==> config.mk <==
export PLATFORM = sky130hd
export DESIGN_NAME = gpx_reg_front
export DESIGN_NICKNAME = d
export VERILOG_FILES = /design/src/rtl/gpx_pkg.sv /design/src/rtl/gpx_in_sync.sv /design/src/rtl/gpx_cmd_ctrl.sv /design/src/rtl/gpx_regfile.sv /design/src/rtl/gpx_reg_front.sv
export SDC_FILE = /design/constraint.sdc
export NUM_CORES = 1
export LEC_CHECK = 0
export BUFFER_PORTS_ARGS = -buffer_cell sky130_fd_sc_hd__clkbuf_2
export CORE_MARGIN = 10
export CORE_UTILIZATION = 40
export DETAILED_ROUTE_END_ITERATION = 10
export PLACE_DENSITY_LB_ADDON = 0.1
export SYNTH_ARGS = -nofsm -noshare
export SYNTH_HDL_FRONTEND = slang
export SYNTH_HIERARCHICAL = 1
export SYNTH_SLANG_ARGS = --single-unit
==> constraint.sdc <==
create_clock -name clk -period 2.57 [get_ports clk]
set_clock_uncertainty 0.1 [all_clocks]
set_input_delay 0 -clock clk [delete_from_list [all_inputs] [get_ports clk]]
set_output_delay 0 -clock clk [all_outputs]
set_load 0.005 [all_outputs]
==> src/rtl/gpx_pkg.sv <==
package gpx_pkg;

    localparam int MAP_W = 4;
    localparam int NREG  = 1 << MAP_W;

    // offsets of port 0 of each register pair; port 1 sits one above
    localparam logic [MAP_W-1:0] OFS_IN   = 4'h0;
    localparam logic [MAP_W-1:0] OFS_POL  = 4'h2;
    localparam logic [MAP_W-1:0] OFS_HOLD = 4'h4;
    localparam logic [MAP_W-1:0] OFS_PULL = 4'h6;
    localparam logic [MAP_W-1:0] OFS_DIR  = 4'h8;
    localparam logic [MAP_W-1:0] OFS_OUT  = 4'hA;
    localparam logic [MAP_W-1:0] OFS_MASK = 4'hC;
    localparam logic [MAP_W-1:0] OFS_INTS = 4'hE;

    // one bit per offset, set where the register cannot be written
    localparam logic [NREG-1:0] RO_MASK = 16'hC003;

    typedef enum logic [1:0] {
        PH_IDLE,
        PH_CMD,
        PH_WDATA,
        PH_READ
    } phase_e;

endpackage

==> src/rtl/gpx_in_sync.sv <==
module gpx_in_sync #(
    parameter int W      = 16,
    parameter int STAGES = 2
) (
    input  logic         clk,
    input  logic         rst_n,
    input  logic [W-1:0] pin_raw,
    output logic [W-1:0] pin_sync
);

    logic [STAGES-1:0][W-1:0] chain_d, chain_q;

    always_comb begin
        chain_d[0] = pin_raw;
        for (int s = 1; s < STAGES; s++) begin
            chain_d[s] = chain_q[s-1];
        end
    end

    always_ff @(posedge clk or negedge rst_n) begin
        if (!rst_n) chain_q <= '0;
        else        chain_q <= chain_d;
    end

    assign pin_sync = chain_q[STAGES-1];

endmodule

==> src/rtl/gpx_cmd_ctrl.sv <==
module gpx_cmd_ctrl
    import gpx_pkg::*;
#(
    parameter int DW = 8
) (
    input  logic             clk,
    input  logic             rst_n,
    input  logic             bus_start,
    input  logic             bus_stop,
    input  logic             addr_valid,
    input  logic             addr_rw,
    input  logic             rx_valid,
    input  logic [DW-1:0]    rx_data,
    input  logic             tx_req,
    output logic             wr_en,
    output logic [MAP_W-1:0] wr_addr,
    output logic [DW-1:0]    wr_data,
    output logic [MAP_W-1:0] rd_addr,
    output logic             ack_valid,
    output logic             ack
);

    localparam int FLAG_BIT = DW - 1;
    localparam int RSV_HI   = DW - 2;
    localparam int RSV_LO   = MAP_W;

    typedef struct packed {
        phase_e           phase;
        logic [MAP_W-1:0] ptr;
        logic             ai;
        logic             ack_v;
        logic             ack;
    } ctrl_t;

    ctrl_t st_d, st_q;
    logic  cmd_ok;
    logic  ev_frame;

    assign cmd_ok   = (rx_data[RSV_HI:RSV_LO] == '0);
    assign ev_frame = bus_start || bus_stop || addr_valid;

    always_comb begin
        st_d       = st_q;
        st_d.ack_v = rx_valid;
        st_d.ack   = 1'b0;
        wr_en      = 1'b0;
        wr_addr    = st_q.ptr;
        wr_data    = rx_data;

        if (bus_start || bus_stop) begin
            st_d.phase = PH_IDLE;
        end else if (addr_valid) begin
            st_d.phase = addr_rw ? PH_READ : PH_CMD;
        end else if (rx_valid) begin
            case (st_q.phase)
                PH_CMD: begin
                    if (cmd_ok) begin
                        st_d.ptr   = rx_data[MAP_W-1:0];
                        st_d.ai    = rx_data[FLAG_BIT];
                        st_d.ack   = 1'b1;
                        st_d.phase = PH_WDATA;
                    end else begin
                        st_d.phase = PH_IDLE;
                    end
                end
                PH_WDATA: begin
                    st_d.ack = 1'b1;
                    wr_en    = 1'b1;
                    if (st_q.ai) st_d.ptr = st_q.ptr + MAP_W'(1);
                end
                default: ;
            endcase
        end else if (tx_req && st_q.phase == PH_READ && st_q.ai) begin
            st_d.ptr = st_q.ptr + MAP_W'(1);
        end
    end

    always_ff @(posedge clk or negedge rst_n) begin
        if (!rst_n) st_q <= '{phase: PH_IDLE, ptr: '0, ai: 1'b0, ack_v: 1'b0, ack: 1'b0};
        else        st_q <= st_d;
    end

    assign rd_addr   = st_q.ptr;
    assign ack_valid = st_q.ack_v;
    assign ack       = st_q.ack;


    ack_follows_rx_chk: assert property (@(posedge clk) disable iff (!rst_n)
        rx_valid |=> ack_valid);


    bad_cmd_nack_chk: assert property (@(posedge clk) disable iff (!rst_n)
        (rx_valid && !ev_frame && st_q.phase == PH_CMD && rx_data[RSV_HI:RSV_LO] != '0)
        |=> (!ack && st_q.ptr == $past(st_q.ptr) && st_q.ai == $past(st_q.ai)));


    ptr_step_chk: assert property (@(posedge clk) disable iff (!rst_n)
        (rx_valid && !ev_frame && st_q.phase == PH_WDATA && st_q.ai)
        |=> (st_q.ptr == $past(st_q.ptr) + MAP_W'(1)));


    ptr_hold_chk: assert property (@(posedge clk) disable iff (!rst_n)
        ((rx_valid || tx_req) && !ev_frame && st_q.phase != PH_CMD && !st_q.ai)
        |=> $stable(st_q.ptr));

endmodule

==> src/rtl/gpx_regfile.sv <==
module gpx_regfile
    import gpx_pkg::*;
#(
    parameter int DW = 8
) (
    input  logic                      clk,
    input  logic                      rst_n,
    input  logic                      wr_en,
    input  logic [MAP_W-1:0]          wr_addr,
    input  logic [DW-1:0]             wr_data,
    input  logic [MAP_W-1:0]          rd_addr,
    input  logic [2*DW-1:0]           in_val,
    input  logic [2*DW-1:0]           ints_val,
    output logic [DW-1:0]             rd_data,
    output logic [NREG-1:0][DW-1:0]   regs_o
);

    logic [NREG-1:0][DW-1:0] regs_d, regs_q;

    always_comb begin
        regs_d = regs_q;
        if (wr_en && !RO_MASK[wr_addr]) regs_d[wr_addr] = wr_data;
        for (int i = 0; i < NREG; i++) begin
            if (RO_MASK[i]) regs_d[i] = '0;
        end
    end

    always_ff @(posedge clk or negedge rst_n) begin
        if (!rst_n) regs_q <= '0;
        else        regs_q <= regs_d;
    end

    always_comb begin
        case (rd_addr)
            OFS_IN:                  rd_data = in_val[DW-1:0];
            OFS_IN + MAP_W'(1):      rd_data = in_val[2*DW-1:DW];
            OFS_INTS:                rd_data = ints_val[DW-1:0];
            OFS_INTS + MAP_W'(1):    rd_data = ints_val[2*DW-1:DW];
            default:                 rd_data = regs_q[rd_addr];
        endcase
    end

    assign regs_o = regs_q;


    rw_write_lands_chk: assert property (@(posedge clk) disable iff (!rst_n)
        (wr_en && !RO_MASK[wr_addr]) |=> (regs_q[$past(wr_addr)] == $past(wr_data)));


    ro_write_dropped_chk: assert property (@(posedge clk) disable iff (!rst_n)
        (wr_en && RO_MASK[wr_addr]) |=> $stable(regs_q));

endmodule

==> src/rtl/gpx_reg_front.sv <==
module gpx_reg_front
    import gpx_pkg::*;
#(
    parameter int DW          = 8,
    parameter int SYNC_STAGES = 2
) (
    input  logic            clk,
    input  logic            rst_n,
    input  logic            bus_start,
    input  logic            bus_stop,
    input  logic            addr_valid,
    input  logic            addr_rw,
    input  logic            rx_valid,
    input  logic [DW-1:0]   rx_data,
    output logic            ack_valid,
    output logic            ack,
    input  logic            tx_req,
    output logic            tx_valid,
    output logic [DW-1:0]   tx_data,
    input  logic [2*DW-1:0] pin_in,
    input  logic [2*DW-1:0] int_flags,
    output logic [2*DW-1:0] pol_o,
    output logic [2*DW-1:0] hold_en_o,
    output logic [2*DW-1:0] pull_sel_o,
    output logic [2*DW-1:0] dir_o,
    output logic [2*DW-1:0] out_o,
    output logic [2*DW-1:0] irq_mask_o
);

    localparam int PORTS = 2;
    localparam int PIN_W = PORTS * DW;

    typedef struct packed {
        logic          tx_v;
        logic [DW-1:0] tx_b;
    } txo_t;

    logic                    wr_en;
    logic [MAP_W-1:0]        wr_addr;
    logic [DW-1:0]           wr_data;
    logic [MAP_W-1:0]        rd_addr;
    logic [DW-1:0]           rd_data;
    logic [NREG-1:0][DW-1:0] regs;
    logic [PIN_W-1:0]        pin_sync;
    logic [PIN_W-1:0]        in_val;
    txo_t                    tx_d, tx_q;

    gpx_in_sync #(.W(PIN_W), .STAGES(SYNC_STAGES)) u_sync (
        .clk      (clk),
        .rst_n    (rst_n),
        .pin_raw  (pin_in),
        .pin_sync (pin_sync)
    );

    gpx_cmd_ctrl #(.DW(DW)) u_ctrl (
        .clk        (clk),
        .rst_n      (rst_n),
        .bus_start  (bus_start),
        .bus_stop   (bus_stop),
        .addr_valid (addr_valid),
        .addr_rw    (addr_rw),
        .rx_valid   (rx_valid),
        .rx_data    (rx_data),
        .tx_req     (tx_req),
        .wr_en      (wr_en),
        .wr_addr    (wr_addr),
        .wr_data    (wr_data),
        .rd_addr    (rd_addr),
        .ack_valid  (ack_valid),
        .ack        (ack)
    );

    gpx_regfile #(.DW(DW)) u_regs (
        .clk      (clk),
        .rst_n    (rst_n),
        .wr_en    (wr_en),
        .wr_addr  (wr_addr),
        .wr_data  (wr_data),
        .rd_addr  (rd_addr),
        .in_val   (in_val),
        .ints_val (int_flags),
        .rd_data  (rd_data),
        .regs_o   (regs)
    );

    assign in_val = pin_sync ^ pol_o;

    generate
        for (genvar p = 0; p < PORTS; p++) begin : g_port
            assign pol_o     [p*DW +: DW] = regs[OFS_POL  + MAP_W'(p)];
            assign hold_en_o [p*DW +: DW] = regs[OFS_HOLD + MAP_W'(p)];
            assign pull_sel_o[p*DW +: DW] = regs[OFS_PULL + MAP_W'(p)];
            assign dir_o     [p*DW +: DW] = regs[OFS_DIR  + MAP_W'(p)];
            assign out_o     [p*DW +: DW] = regs[OFS_OUT  + MAP_W'(p)];
            assign irq_mask_o[p*DW +: DW] = regs[OFS_MASK + MAP_W'(p)];
        end
    endgenerate

    always_comb begin
        tx_d      = tx_q;
        tx_d.tx_v = tx_req;
        if (tx_req) tx_d.tx_b = rd_data;
    end

    always_ff @(posedge clk or negedge rst_n) begin
        if (!rst_n) tx_q <= '0;
        else        tx_q <= tx_d;
    end

    assign tx_valid = tx_q.tx_v;
    assign tx_data  = tx_q.tx_b;


    tx_follows_req_chk: assert property (@(posedge clk) disable iff (!rst_n)
        tx_req |=> tx_valid);


    tx_only_on_req_chk: assert property (@(posedge clk) disable iff (!rst_n)
        !tx_req |=> !tx_valid);

endmodule

==> summary.txt <==
Outcome
  – Status: complete, no violations

STA
  – Finish-stage setup viols: 0
  – Relative slew slack: 0.5975
  – Tcrit/Tclk final: 0.9398
  – WHS: 0.01752 ns
  – Final Max Slew Viols: 0
  – Fmax: 414.0 MHz
  – Worst-margin pin slew: 0.6037 ns
  – RSZ-0062 raised after global routing: false
  – Post-route minimum period: 2.415 ns
  – Endpoints failing hold: 0
  – Setup TNS: 0 ns

Setup path
  – Worst r2r src: u_ctrl/st_q[7]$_DFFE_PN0P_
  – Worst setup SP type: flop
  – FF-to-FF End: u_regs/regs_o[42]$_DFFE_PN0P_
  – Worst path depth: 6
  – Worst Reg-to-Reg Cells: 6
  – Slowest Stage Delay on Critical Path: 0.54 ns
  – CP delay by family, top: simple AND/OR/NAND/NOR gates
  – CP Class: reg2reg
  – R2r setup slk: 0.15 ns
  – CP max FO: 8
  – Critical Path RT: 2.77 ns
  – Buf/Inv on CP: 1
  – Worst EP arrival: 2.62 ns
  – Crit-path slowest cell: nor2_2
  – CP Capture Type: flop
  – Worst path cell trace: inv_1 > ha_1 > and3_1 > nand3b_1 > nor2_2 > mux2_2

Clock network
  – CTS tree: done
  – H-tree depth: 4
  – TritonCTS Buffers: 17
  – CTS Root Cell: clkbuf_16
  – CTS Buffer Depth: 2
  – Clock net sink count: 146
  – Clk slew on worst S/H paths: 0.06 ns
  – Post-CTS Repair Setup Buffers: 0
  – Resize count post-CTS: 0
  – Worst-skew pair later-pin latency: 0.42 ns

Finish
  – Share of post-route cells with drive strength above 1: 0.5092
  – Number of diodes: 0
  – Commonest non-fill, non-tap cell in the layout: clkbuf_2
  – Commonest non-fill, non-tap cells in the layout: clkbuf_2, dfrtp_1, mux2_2, dlygate4sd3_1, mux2i_1
  – Synthesis-to-finish area growth: 27.85%
  – Post-route cell area: 8806 sq um
  – Nets@finish: 742
  – Layout Utilization: 0.5254

Placement
  – PortBufs: 154
  – Post-detail-place hpwl: 14590 microns
  – Post-DP Area: 7844 sq um
  – Gpl congestion: 0.8003

Global routing
  – Vias in the first global route: 5098
  – Busiest grt layer: met2
  – Grt met1 use: 0.2347
  – Grt ovf: 0
  – Initial antenna violation count: 0
  – Met2 GRT Util: 0.2734
  – Global-route wire length before repair: 30710 microns
  – Largest net degree at the start of global routing: 61
  – Gr usage total: 0.1784
  – GR met3 Demand/Resource: 0.05609

Routing
  – DRT antenna net count: 0
  – Detailed Route WL: 20080 microns
  – TritonRoute pass-1 iters: 5
  – DRT iter0 DRCs: 291
  – Via density: 5.178
  – DRC viols: 0
  – Routed length per instance: 21.75 microns
  – Vias: 4779

Die
  – Ports: 155
  – Full die area: 22870 sq um
  – Die Width: 151.2 microns
  – Core outline area: 16760 sq um
  – Initial cell density of the core: 0.4110
  – Die Y: 151.2 microns
  – Row count: 47

Yosys
  – Post-Syn Area: 6888 sq um
  – Synth Net Count: 567
  – Synth warn: 6
  – Syn Inst Count: 515
  – Mapped Avg Cell Area: 13.37 sq um

Hold path
  – Hold Path Class: in2async

Run
  – Max_cap viols: 0

Pwr
  – Leak: 4.481 nW
  – Worst vdd ir: 0.0004815 V
  – Post-layout power: 6.864 mW
  – Pwr/cell area: 779.4 nW/um^2
-- power by group --
group / internal [mW] / switching [mW]
Sequential: 2.44 / 0.206
Clock: 1.88 / 0.932
Combinational: 0.688 / 0.725
Total: 5.00 / 1.86
-- worst max path at each step --
stage | startpoint | endpoint | slack [ns]
CTS | u_ctrl/st_q[7]$_DFFE_PN0P_ | u_regs/regs_o[45]$_DFFE_PN0P_ | 0.16
global placement | u_ctrl/st_q[7]$_DFFE_PN0P_ | u_regs/regs_o[40]$_DFFE_PN0P_ | 0.25
finish | u_ctrl/st_q[7]$_DFFE_PN0P_ | u_regs/regs_o[42]$_DFFE_PN0P_ | 0.15
detailed placement | u_ctrl/st_q[7]$_DFFE_PN0P_ | u_regs/regs_o[40]$_DFFE_PN0P_ | 0.17
floorplan | u_ctrl/rd_addr[0]$_DFFE_PN0P_ | tx_data[0]$_DFFE_PN0P_ | 0.49
global route | u_ctrl/st_q[7]$_DFFE_PN0P_ | u_regs/regs_o[36]$_DFFE_PN0P_ | 0.02
-- area by class of cell --
| class | count | area, sq um |
|---|---|---|
| clock buffer | 24 | 511.7 |
| clock inverter | 8 | 170.2 |
| fill | 1493 | 7954 |
| inverter | 4 | 15.01 |
| multi-input combinational | 319 | 2947 |
| sequential | 146 | 3655 |
| tap | 220 | 275.3 |
| timing repair buffer | 202 | 1232 |
-- repair_timing --
item | CTS | global route
hold buffers | 28 | 0
endpoints found under the setup margin | 0 | 0
endpoints found under the hold margin | 162 | 0
-- registers in the layout, summed over array words and instances (netlist names) --
name and flops:
tx_data 8, u_ctrl/ack_valid 1, tx_valid 1, u_sync/chain_d 16, u_regs/regs_o 96, u_sync/pin_sync 16, u_ctrl/ack 1, u_ctrl/rd_addr 4
u_ctrl/st_q 3
-- stage by stage --
step                      worst slack, ns  cells
after floorplan                    0.4899    515
after global placement             0.2503    863
after detailed placement           0.1738    863
after CTS                          0.1603    923
after global routing              0.01744    923
final                              0.1548    923
-- layer usage --
layer / vias up / wire length [microns]
li1: 2220 / -
met1: 2374 / 8931
met2: 162 / 9437
met3: 23 / 1454
met4: 0 / 255
met5: - / 0
-- worst reg2reg max path, cell delays in order (launching register included) --
cell,delay (ns)
dfrtp_1,0.41
inv_1,0.07
ha_1,0.23
and3_1,0.32
nand3b_1,0.23
nor2_2,0.54
mux2_2,0.40
No activity file was read; power rests on OpenSTA's default activity.
